File: src/rtl/spr_pkg.sv
package spr_pkg;
  localparam int unsigned SAMPLE_W = 24;
  localparam int unsigned CNT_W    = $clog2(SAMPLE_W + 1);

  typedef enum logic [1:0] {
    FMT_I2S = 2'd0,
    FMT_LJ  = 2'd1,
    FMT_RJ  = 2'd2,
    FMT_DSP = 2'd3
  } fmt_e;

  function automatic logic [CNT_W-1:0] word_bits(input logic [1:0] code);
    case (code)
      2'd0:    return CNT_W'(24);
      2'd1:    return CNT_W'(20);
      2'd2:    return CNT_W'(18);
      default: return CNT_W'(16);
    endcase
  endfunction
endpackage

File: src/rtl/spr_sync.sv
module spr_sync #(
  parameter int unsigned STAGES = 2
) (
  input  logic clk_i,
  input  logic rst_ni,
  input  logic sclk_i,
  input  logic ws_i,
  input  logic sd_i,
  input  logic fall_active_i,
  output logic act_o,
  output logic ws_o,
  output logic sd_o
);
  logic [STAGES-1:0] sclk_q, ws_q, sd_q;
  logic              sclk_d;

  always_ff @(posedge clk_i or negedge rst_ni) begin
    if (!rst_ni) begin
      sclk_q <= '0;
      ws_q   <= '0;
      sd_q   <= '0;
      sclk_d <= 1'b0;
      act_o  <= 1'b0;
      ws_o   <= 1'b0;
      sd_o   <= 1'b0;
    end else begin
      sclk_q <= {sclk_q[STAGES-2:0], sclk_i};
      ws_q   <= {ws_q[STAGES-2:0], ws_i};
      sd_q   <= {sd_q[STAGES-2:0], sd_i};
      sclk_d <= sclk_q[STAGES-1];
      // ws/sd are registered alongside the edge strobe so they line up
      act_o  <= fall_active_i ? (sclk_d & ~sclk_q[STAGES-1])
                              : (~sclk_d & sclk_q[STAGES-1]);
      ws_o   <= ws_q[STAGES-1];
      sd_o   <= sd_q[STAGES-1];
    end
  end
endmodule

File: src/rtl/spr_framer.sv
module spr_framer
  import spr_pkg::*;
#(
  parameter int unsigned SLOT_BITS = 32,
  localparam int unsigned IDX_W    = $clog2(2 * SLOT_BITS),
  localparam int unsigned IDX_MAX  = 2 * SLOT_BITS - 1
) (
  input  logic       clk_i,
  input  logic       rst_ni,
  input  logic       act_i,
  input  logic       ws_i,
  input  fmt_e       fmt_i,
  input  logic [1:0] width_i,
  output logic       start_o,
  output logic       win_o,
  output logic       left_o
);
  logic [IDX_W-1:0] idx_q, idx_eff, off;
  logic             ws_prev_q, primed_q, ch_q, dsp_tog_q, new_left;

  always_comb begin
    case (fmt_i)
      FMT_I2S: off = IDX_W'(1);
      FMT_RJ:  off = IDX_W'(SLOT_BITS) - IDX_W'(word_bits(width_i));
      default: off = '0;
    endcase

    if (fmt_i == FMT_DSP) start_o = act_i && ws_prev_q && !ws_i;
    else                  start_o = act_i && (!primed_q || (ws_i != ws_prev_q));

    case (fmt_i)
      FMT_I2S: new_left = ~ws_i;
      FMT_DSP: new_left = ~dsp_tog_q;
      default: new_left = ws_i;
    endcase

    if (start_o)                       idx_eff = '0;
    else if (idx_q == IDX_W'(IDX_MAX)) idx_eff = idx_q;
    else                               idx_eff = idx_q + 1'b1;

    win_o  = act_i && (idx_eff >= off) &&
             ((fmt_i != FMT_RJ) || (idx_eff < IDX_W'(SLOT_BITS)));
    left_o = start_o ? new_left : ch_q;
  end

  always_ff @(posedge clk_i or negedge rst_ni) begin
    if (!rst_ni) begin
      idx_q     <= '0;
      ws_prev_q <= 1'b0;
      primed_q  <= 1'b0;
      ch_q      <= 1'b1;
      dsp_tog_q <= 1'b0;
    end else if (act_i) begin
      idx_q     <= idx_eff;
      ws_prev_q <= ws_i;
      primed_q  <= 1'b1;
      if (start_o) begin
        ch_q      <= new_left;
        dsp_tog_q <= ~dsp_tog_q;
      end
    end
  end
endmodule

File: src/rtl/spr_assemble.sv
module spr_assemble
  import spr_pkg::*;
(
  input  logic                clk_i,
  input  logic                rst_ni,
  input  logic                act_i,
  input  logic                start_i,
  input  logic                win_i,
  input  logic                left_i,
  input  logic                sd_i,
  input  logic [1:0]          width_i,
  output logic [SAMPLE_W-1:0] left_o,
  output logic [SAMPLE_W-1:0] right_o,
  output logic                valid_o
);
  logic [SAMPLE_W-1:0] acc_q, hold_q, base_acc, nxt_acc, cm_data;
  logic [CNT_W-1:0]    cnt_q, base_cnt, nxt_cnt, wb;
  logic                done_q, cur_left_q, base_done, base_left;
  logic                take, fin, flush, cm_en, cm_left;

  always_comb begin
    wb        = word_bits(width_i);
    base_acc  = start_i ? '0 : acc_q;
    base_cnt  = start_i ? '0 : cnt_q;
    base_done = start_i ? 1'b0 : done_q;
    base_left = start_i ? left_i : cur_left_q;
    take      = win_i && !base_done && (base_cnt < wb);
    nxt_acc   = base_acc;
    if (take) nxt_acc[SAMPLE_W-1-base_cnt] = sd_i;
    nxt_cnt   = base_cnt + CNT_W'(take);
    fin       = take && (nxt_cnt == wb);
    // a word cut short by the next start is flushed as received
    flush     = start_i && (cnt_q != '0) && !done_q;
    cm_en     = act_i && (fin || flush);
    cm_left   = flush ? cur_left_q : base_left;
    cm_data   = flush ? acc_q : nxt_acc;
  end

  always_ff @(posedge clk_i or negedge rst_ni) begin
    if (!rst_ni) begin
      acc_q      <= '0;
      cnt_q      <= '0;
      done_q     <= 1'b0;
      cur_left_q <= 1'b1;
      hold_q     <= '0;
      left_o     <= '0;
      right_o    <= '0;
      valid_o    <= 1'b0;
    end else begin
      valid_o <= 1'b0;
      if (act_i) begin
        acc_q      <= nxt_acc;
        cnt_q      <= nxt_cnt;
        done_q     <= base_done | fin;
        cur_left_q <= base_left;
      end
      if (cm_en) begin
        if (cm_left) begin
          hold_q <= cm_data;
        end else begin
          left_o  <= hold_q;
          right_o <= cm_data;
          valid_o <= 1'b1;
        end
      end
    end
  end
endmodule

File: src/rtl/stereo_pcm_rx.sv
module stereo_pcm_rx
  import spr_pkg::*;
#(
  parameter int unsigned SLOT_BITS   = 32,
  parameter int unsigned SYNC_STAGES = 2
) (
  input  logic                clk_i,
  input  logic                rst_ni,
  input  logic                sclk_i,
  input  logic                ws_i,
  input  logic                sd_i,
  input  logic [1:0]          fmt_i,
  input  logic [1:0]          width_i,
  output logic [SAMPLE_W-1:0] left_o,
  output logic [SAMPLE_W-1:0] right_o,
  output logic                valid_o
);
  fmt_e fmt;
  logic act, ws_s, sd_s, start, win, left_ch;

  assign fmt = fmt_e'(fmt_i);

  spr_sync #(.STAGES(SYNC_STAGES)) u_sync (
    .clk_i, .rst_ni, .sclk_i, .ws_i, .sd_i,
    .fall_active_i(fmt == FMT_DSP),
    .act_o(act), .ws_o(ws_s), .sd_o(sd_s)
  );

  spr_framer #(.SLOT_BITS(SLOT_BITS)) u_framer (
    .clk_i, .rst_ni, .act_i(act), .ws_i(ws_s), .fmt_i(fmt), .width_i,
    .start_o(start), .win_o(win), .left_o(left_ch)
  );

  spr_assemble u_asm (
    .clk_i, .rst_ni, .act_i(act), .start_i(start), .win_i(win),
    .left_i(left_ch), .sd_i(sd_s), .width_i,
    .left_o, .right_o, .valid_o
  );
endmodule

File: config.mk
export PLATFORM = sky130hd
export DESIGN_NAME = stereo_pcm_rx
export DESIGN_NICKNAME = d
export VERILOG_FILES = /design/src/rtl/spr_pkg.sv /design/src/rtl/spr_sync.sv /design/src/rtl/spr_framer.sv /design/src/rtl/spr_assemble.sv /design/src/rtl/stereo_pcm_rx.sv
export SDC_FILE = /design/constraint.sdc
export NUM_CORES = 1
export LEC_CHECK = 0
export BUFFER_PORTS_ARGS = -buffer_cell sky130_fd_sc_hd__buf_2
export CAP_MARGIN = 20
export CORE_AREA = 2 2 104 156
export CTS_CLUSTER_DIAMETER = 80
export DETAILED_ROUTE_END_ITERATION = 12
export DIE_AREA = 0 0 106 158
export HOLD_SLACK_MARGIN = 0.05
export SETUP_SLACK_MARGIN = 0.4
export SLEW_MARGIN = 20
export SYNTH_ARGS = -nofsm -noshare
export SYNTH_HDL_FRONTEND = slang
export SYNTH_SLANG_ARGS = --single-unit
File: constraint.sdc
create_clock -name clk_i -period 5.7 [get_ports clk_i]
set_clock_uncertainty 0.1 [all_clocks]
set_input_delay 1.425 -clock clk_i [delete_from_list [all_inputs] [get_ports clk_i]]
set_output_delay 1.425 -clock clk_i [all_outputs]
set_load 0.02 [all_outputs]
* Yosys cells after proc, flatten, opt, wreduce, memory -nomap -nowiden
Cells that the tools add are included.
** Storage, ports and cells
- Bits in registers :: 123
- Bits in latches :: 0
- Memory bits (writable) :: 0
- ROM bits :: 0
- Input port bits :: 9
- Output and inout port bits :: 49
- Word-level logic and storage cells :: 89
- Memories :: 0
** Cells by class
- Add/sub/neg operators :: 4
- Multiply operators :: 0
- Div/mod/pow operators :: 0
- $lt $le $gt $ge :: 5
- Equality and inequality tests :: 8
- Shifts and indexed selects :: 0
- Multiplexer cells :: 20
- Bitwise logic cells :: 8
- Reduce and logical (&&, ||, !) cells :: 25
** Operators by type and width (number)
- 24-bit 2-to-1 mux :: 3
- 32-bit by 1-bit >= comparator with 1-bit output (second input constant) :: 1
- 32-bit by 6-bit < comparator with 1-bit output (second input constant) :: 1
- 24-bit bitwise mux :: 1
- 1-bit logical AND :: 12
- 6-bit 2-to-1 mux :: 2
- 4-bit one-hot mux with 3 select lines :: 1
- 6-bit one-hot mux with 2 select lines :: 1
- 5-bit 2-to-1 mux :: 2
- 1-bit 2-to-1 mux :: 8
- 6-bit by 1-bit adder with 6-bit output (second input constant) :: 1
- 2-bit == test (second input constant) :: 3
- 6-bit == test (second input constant) :: 1
- 6-bit >= comparator :: 1
- 6-bit < comparator (second input constant) :: 1
- 2-bit AND reduction :: 3
- 5-bit by 5-bit subtractor with 6-bit output (first input constant) :: 1
- 6-bit by 5-bit subtractor with 6-bit output (first input constant) :: 1
- 5-bit by 1-bit adder with 5-bit output :: 1
- 1-bit demux with 5-bit select :: 1
- 5-bit == test :: 1
- 5-bit < comparator :: 1
- 1-bit NOT :: 5
- 5-bit nonzero test :: 1
- 9 further kinds :: 16

* Depth between registers and ports, before layout
- Depth in word-level cells :: 16
- Depth in mapped cells :: 25
- Gate-level depth less buffers :: 20

* By module
Synthesis repeated with hierarchy kept, for this count alone.
** Second synthesis, totals
- Cell total of the unflattened synthesis :: 553
- Area, all modules :: 6124.6 sq um
** Modules (own cells, without submodules)
- spr_assemble :: instances 1, cells an instance 456, area an instance 5076.1 sq um
- spr_framer :: instances 1, cells an instance 83, area an instance 769.5 sq um
- spr_sync :: instances 1, cells an instance 13, area an instance 272.8 sq um
- stereo_pcm_rx :: instances 1, cells an instance 1, area an instance 6.3 sq um

* Least setup slack after synthesis
Ideal clock, no wire load.
- Kind :: input-to-reg
- From :: input fmt_i[0]
- To :: register u_asm.hold_q[10]
- Setup time :: 0.125 ns
- Data arrival time :: 6.005 ns
- Data required time :: 5.475 ns
- Slack :: -0.530 ns
- Stages :: 21
- Path buffers :: 3
- Path through :: ha_1 -> or3b_2 -> a31oi_1 -> clkbuf_1 -> clkbuf_1 -> nor2_1 -> ha_1 -> nand2_1 -> o21ai_0 -> nand3_1 -> nand2_1 -> inv_1 -> ha_1 -> and4b_1 -> a211o_1 -> a211o_1 -> o2111ai_2 -> nor3_2 -> o21ai_2 -> buf_4 -> mux2_2
** On the way
- Longest elaborated chain between the ends :: 14
** Ends and longest elaborated chain
- from (decl) :: line stereo_pcm_rx.sv:12 : input logic [1:0] fmt_i,
- parallel branches: the longest is 14 deep, another holds 32-bit by 1-bit >= comparator with 1-bit output
- to (signal assigned) :: line spr_assemble.sv:59 : hold_q <= cm_data;
- to (decl) :: line spr_assemble.sv:16 : logic [SAMPLE_W-1:0] acc_q, hold_q, base_acc, nxt_acc, cm_data;
Several ways; the timed one is not identified.
A chain may end at the register's enable or synchronous reset.

* Worst setup path in the final report
- From :: input fmt_i[0]
- To :: register u_asm.right_o[7]
** On the way
- Longest elaborated chain between the ends :: 14
** Ends and longest elaborated chain
- 2-bit == test (*) :: line spr_framer.sv:28 : if (fmt_i == FMT_DSP) start_o = act_i && ws_prev_q && !ws_i;
- 1-bit 2-to-1 mux (*) :: line spr_framer.sv:28
- 6-bit 2-to-1 mux (*) :: line spr_framer.sv:37 : if (start_o) idx_eff = '0;
- via u_framer.idx_eff[1] :: line spr_framer.sv:18 : logic [IDX_W-1:0] idx_q, idx_eff, off;
- 6-bit >= comparator / 6-bit < comparator (equally long branches) :: line spr_framer.sv:41, spr_framer.sv:42
- 1-bit logical AND / 1-bit logical OR (equally long branches) :: line spr_framer.sv:41, spr_framer.sv:42
- 1-bit logical AND (*) :: line spr_framer.sv:41 : win_o = act_i && (idx_eff >= off) &&
- 1-bit logical AND (*) (2 in series) :: line spr_assemble.sv:27 : take = win_i && !base_done && (base_cnt < wb);
- 5-bit by 1-bit adder with 5-bit output :: line spr_assemble.sv:30 : nxt_cnt = base_cnt + CNT_W'(take);
- 5-bit == test :: line spr_assemble.sv:31 : fin = take && (nxt_cnt == wb);
- 1-bit logical AND :: line spr_assemble.sv:31
- 1-bit logical OR :: line spr_assemble.sv:34 : cm_en = act_i && (fin || flush);
- 1-bit logical AND :: line spr_assemble.sv:34
- 2-bit AND reduction (no line)
- to (signal assigned) :: line spr_assemble.sv:62 : right_o <= cm_data;
- to (decl) :: line spr_assemble.sv:13 : output logic [SAMPLE_W-1:0] right_o,
Mark *: on every way through the listed nets, which the timed path passes. The rest lies on a longest branch.

==> qor.yml <==
status: "finished clean"
cellPowerDensity_nw_per_um2: 358
drv_cap: 0
worst_pin_slew_ns: 0.791
synth_warnings: 0
post-route-util: 0.506
n_antenna_cell: 0
finalSetupViolCount: 0
core-area_sq_um: 15500
rsz0062_at_grt: "true"
grt_max_degree: 46
cp.arrival_ns: 5.55
synth_nets: 552
timing.final.crit_share: 0.941
dpl-instance-area_sq_um: 6790
drive_gt1_frac: 0.407
grt-ovfl-total: 0
worstReg2RegStart: "u_framer.idx_q[0]"
cts_tree: "done"
drc_errors: 0
setup.worst_path.class: "in -> reg"
hold_violations: 0
post_drt_wl_per_cell_um: 18.3
gp_congestion: 0.821
syn_inst: 526
ir_drop_v: 0.000203
die-area_sq_um: 16700
whs_path_depth: 0
ant_nets: 0
tns_ns: 0
initialDrtViolationCount: 352
synthFlopType: "dfrtp_1"
port_buffers: 57
synth-seq-cells: 123
fin_crit_ns: 5.37
syn2layout_area_growth_pct: 29.1
finalMaxSlewViolations: 0
slew_headroom: 0.473
crit_fanout: 6
r2r_cells: 22
worst_r2r_endpoint: "u_asm.right_o[7]"
grt_pass1_vias: 4469
insertion_delay_ns: 0.40
grt_usage: 0.176
synthArstFlopShare: 1.00
layout_common_cells: "122 x dfrtp_1, 57 x mux2_2, 54 x buf_2"
cp.required_ns: 5.88
layout_commonest_cell: "dfrtp_1"
viasPerCell: 5.49
start_util: 0.392
cts_buffer_depth: 2
synth_top_area_cell: "dfrtp_1"
synth_cell_type_count: 64
synth_top_area_frac: 0.503
min-delay-start: "u_sync.ws_q[1]"
hold_end: "u_sync.ws_o"
die_h_um: 158
root_buffer: "clkbuf_16"
syn_area_sq_um: 6070
fmax_mhz: 186
cts.clk_slew.worst_paths_ns: 0.06
seq_area_frac_synth: 0.508
r2r_setup_slack_ns: 0.87
num_io_pins: 58
htree_levels: 4
hp-class: "reg -> reg"
wl_um: 15200
place_hpwl_um: 10200
vias: 4577
synth_edf_count: 0
clock_sinks: 123
end_kind: "flop"
drt-pass1-iter-count: 5
die_w_um: 106
power_w: 0.00280
synth_area_per_cell_sq_um: 11.5
synth_area_leaders: "dfrtp_1 50%, mux2_2 13%, ha_1 3.5%"
numCtsBuffers: 17
start_kind: "input port"
stdcell_area_sq_um: 7830
antenna_found_initial: 0
leakagePower_nw: 3.79
layout.nets: 644
grt_first_pass_wirelength_um: 23400
num_rows: 56
-- synth_stat cells (all sizes together), types with 3 or more instances --
cell type    n
a211oi       3
a21oi       17
a31oi        8
a32o         3
and2         4
and3         3
buf         17
clkbuf      13
dfrtp      122
ha          17
inv         18
mux2        75
mux2i       11
nand2       49
nand2b       6
nand3       12
nand4       11
nor2        27
nor3         6
o211a        5
o211ai       5
o21ai       22
o22ai        3
o311a        4
o311ai       7
o31ai       13
or2          4
or3          6
xnor2        5
-- power breakdown --
part / switching, W / leakage (nW) / internal [W] / total (W)
sequential: 0.0000779 / 1.66 / 0.000949 / 0.00103
combinational: 0.000383 / 1.84 / 0.000310 / 0.000693
clock: 0.000418 / 0.295 / 0.000666 / 0.00108
total: 0.000878 / 3.79 / 0.00193 / 0.00280
-- registers in the layout (all words and copies together), names as in the netlist --
name,count
u_asm.cur_left_q,1
u_sync.sclk_q,2
u_asm.done_q,1
u_sync.ws_q,2
u_sync.sd_q,2
u_sync.sclk_d,1
u_sync.ws_o,1
u_sync.act_o,1
u_framer.primed_q,1
u_framer.idx_q,6
u_asm.valid_o,1
u_sync.sd_o,1
u_asm.right_o,24
u_framer.dsp_tog_q,1
u_asm.cnt_q,5
u_framer.ws_prev_q,1
u_asm.acc_q,24
u_asm.hold_q,24
u_asm.left_o,24
-- cells by family after synthesis --
| logic type | Yosys count | share of synthesized area |
|---|---|---|
| muxes | 86 | 0.162 |
| xor gates and xnor gates | 6 | 0.00866 |
| AOI/OAI and AO/OA | 106 | 0.128 |
| DFF | 123 | 0.508 |
| adders and majority gates | 17 | 0.0351 |
| and+or+nand+nor | 140 | 0.119 |
| buffers and inverters | 48 | 0.0398 |
-- routing by layer --
layer / GRT usage / part of all wire
met1: 0.207 / 0.39
met3: 0.0342 / 0.040
met4: 0.0764 / 0.030
met5: 0 / 0
met2: 0.313 / 0.54
-- through the flow --
| step | std cells | hold WS, ns | worst slack [ns] |
|---|---|---|---|
| 2_1_floorplan | 526 | 0.231 | 0.169 |
| 3_3_place_gp | 778 | 0.232 | 0.0846 |
| 3_5_place_dp | 778 | 0.242 | -0.106 |
| 4_1_cts | 812 | 0.256 | 0.435 |
| 5_1_grt | 834 | 0.264 | 0.213 |
| 6_report | 834 | 0.251 | 0.335 |
-- cell type report --
type                            count  area (sq um)
Inverter                           18          70.1
Timing Repair Buffer              103           806
Fill cell                        1393          7650
Clock buffer                       18           439
Multi-Input combinational cell    355          3020
Clock inverter                     14           161
Sequential cell                   123          3080
Tap cell                          203           254
-- worst max-delay path, cell delays in order --
cell and delay [ns]:
buf_6 0.10, ha_4 0.17, or3b_4 0.39, a31oi_4 0.34, nor2_4 0.07, ha_4 0.23
a211oi_4 0.26, o31ai_4 0.10, o211a_1 0.25, nand2_4 0.09, inv_4 0.04, ha_4 0.17
and4b_1 0.18, a211o_1 0.31, a21o_1 0.22, o2111ai_4 0.25, nor3_4 0.09, o21ba_4 0.27
buf_6 0.14, buf_12 0.13, mux2_4 0.30
-- repair_timing --
| item | in CTS | in global routing |
|---|---|---|
| pin swaps | 1 | 21 |
| setup buffers | 2 | 16 |
| gates cloned | 0 | 6 |
| gates resized for setup | 1 | 38 |
| endpoints found under the hold margin | 0 | 0 |
| setup endpoints to repair | 60 | 71 |
| hold buffers | 0 | 0 |
-- worst max-delay path by stage --
| stage | from | endpoint | cells past startpoint |
|---|---|---|---|
| 6_report | fmt_i[0] | u_asm.right_o[7] | 21 |
| 5_1_grt | fmt_i[0] | u_asm.left_o[13] | 22 |
| 4_1_cts | fmt_i[1] | u_asm.hold_q[14] | 20 |
| 3_5_place_dp | fmt_i[1] | u_asm.left_o[20] | 20 |
| 3_3_place_gp | fmt_i[1] | u_asm.right_o[6] | 20 |
| 2_1_floorplan | fmt_i[1] | u_asm.hold_q[10] | 21 |
No activity file was read; power rests on OpenSTA's default activity.
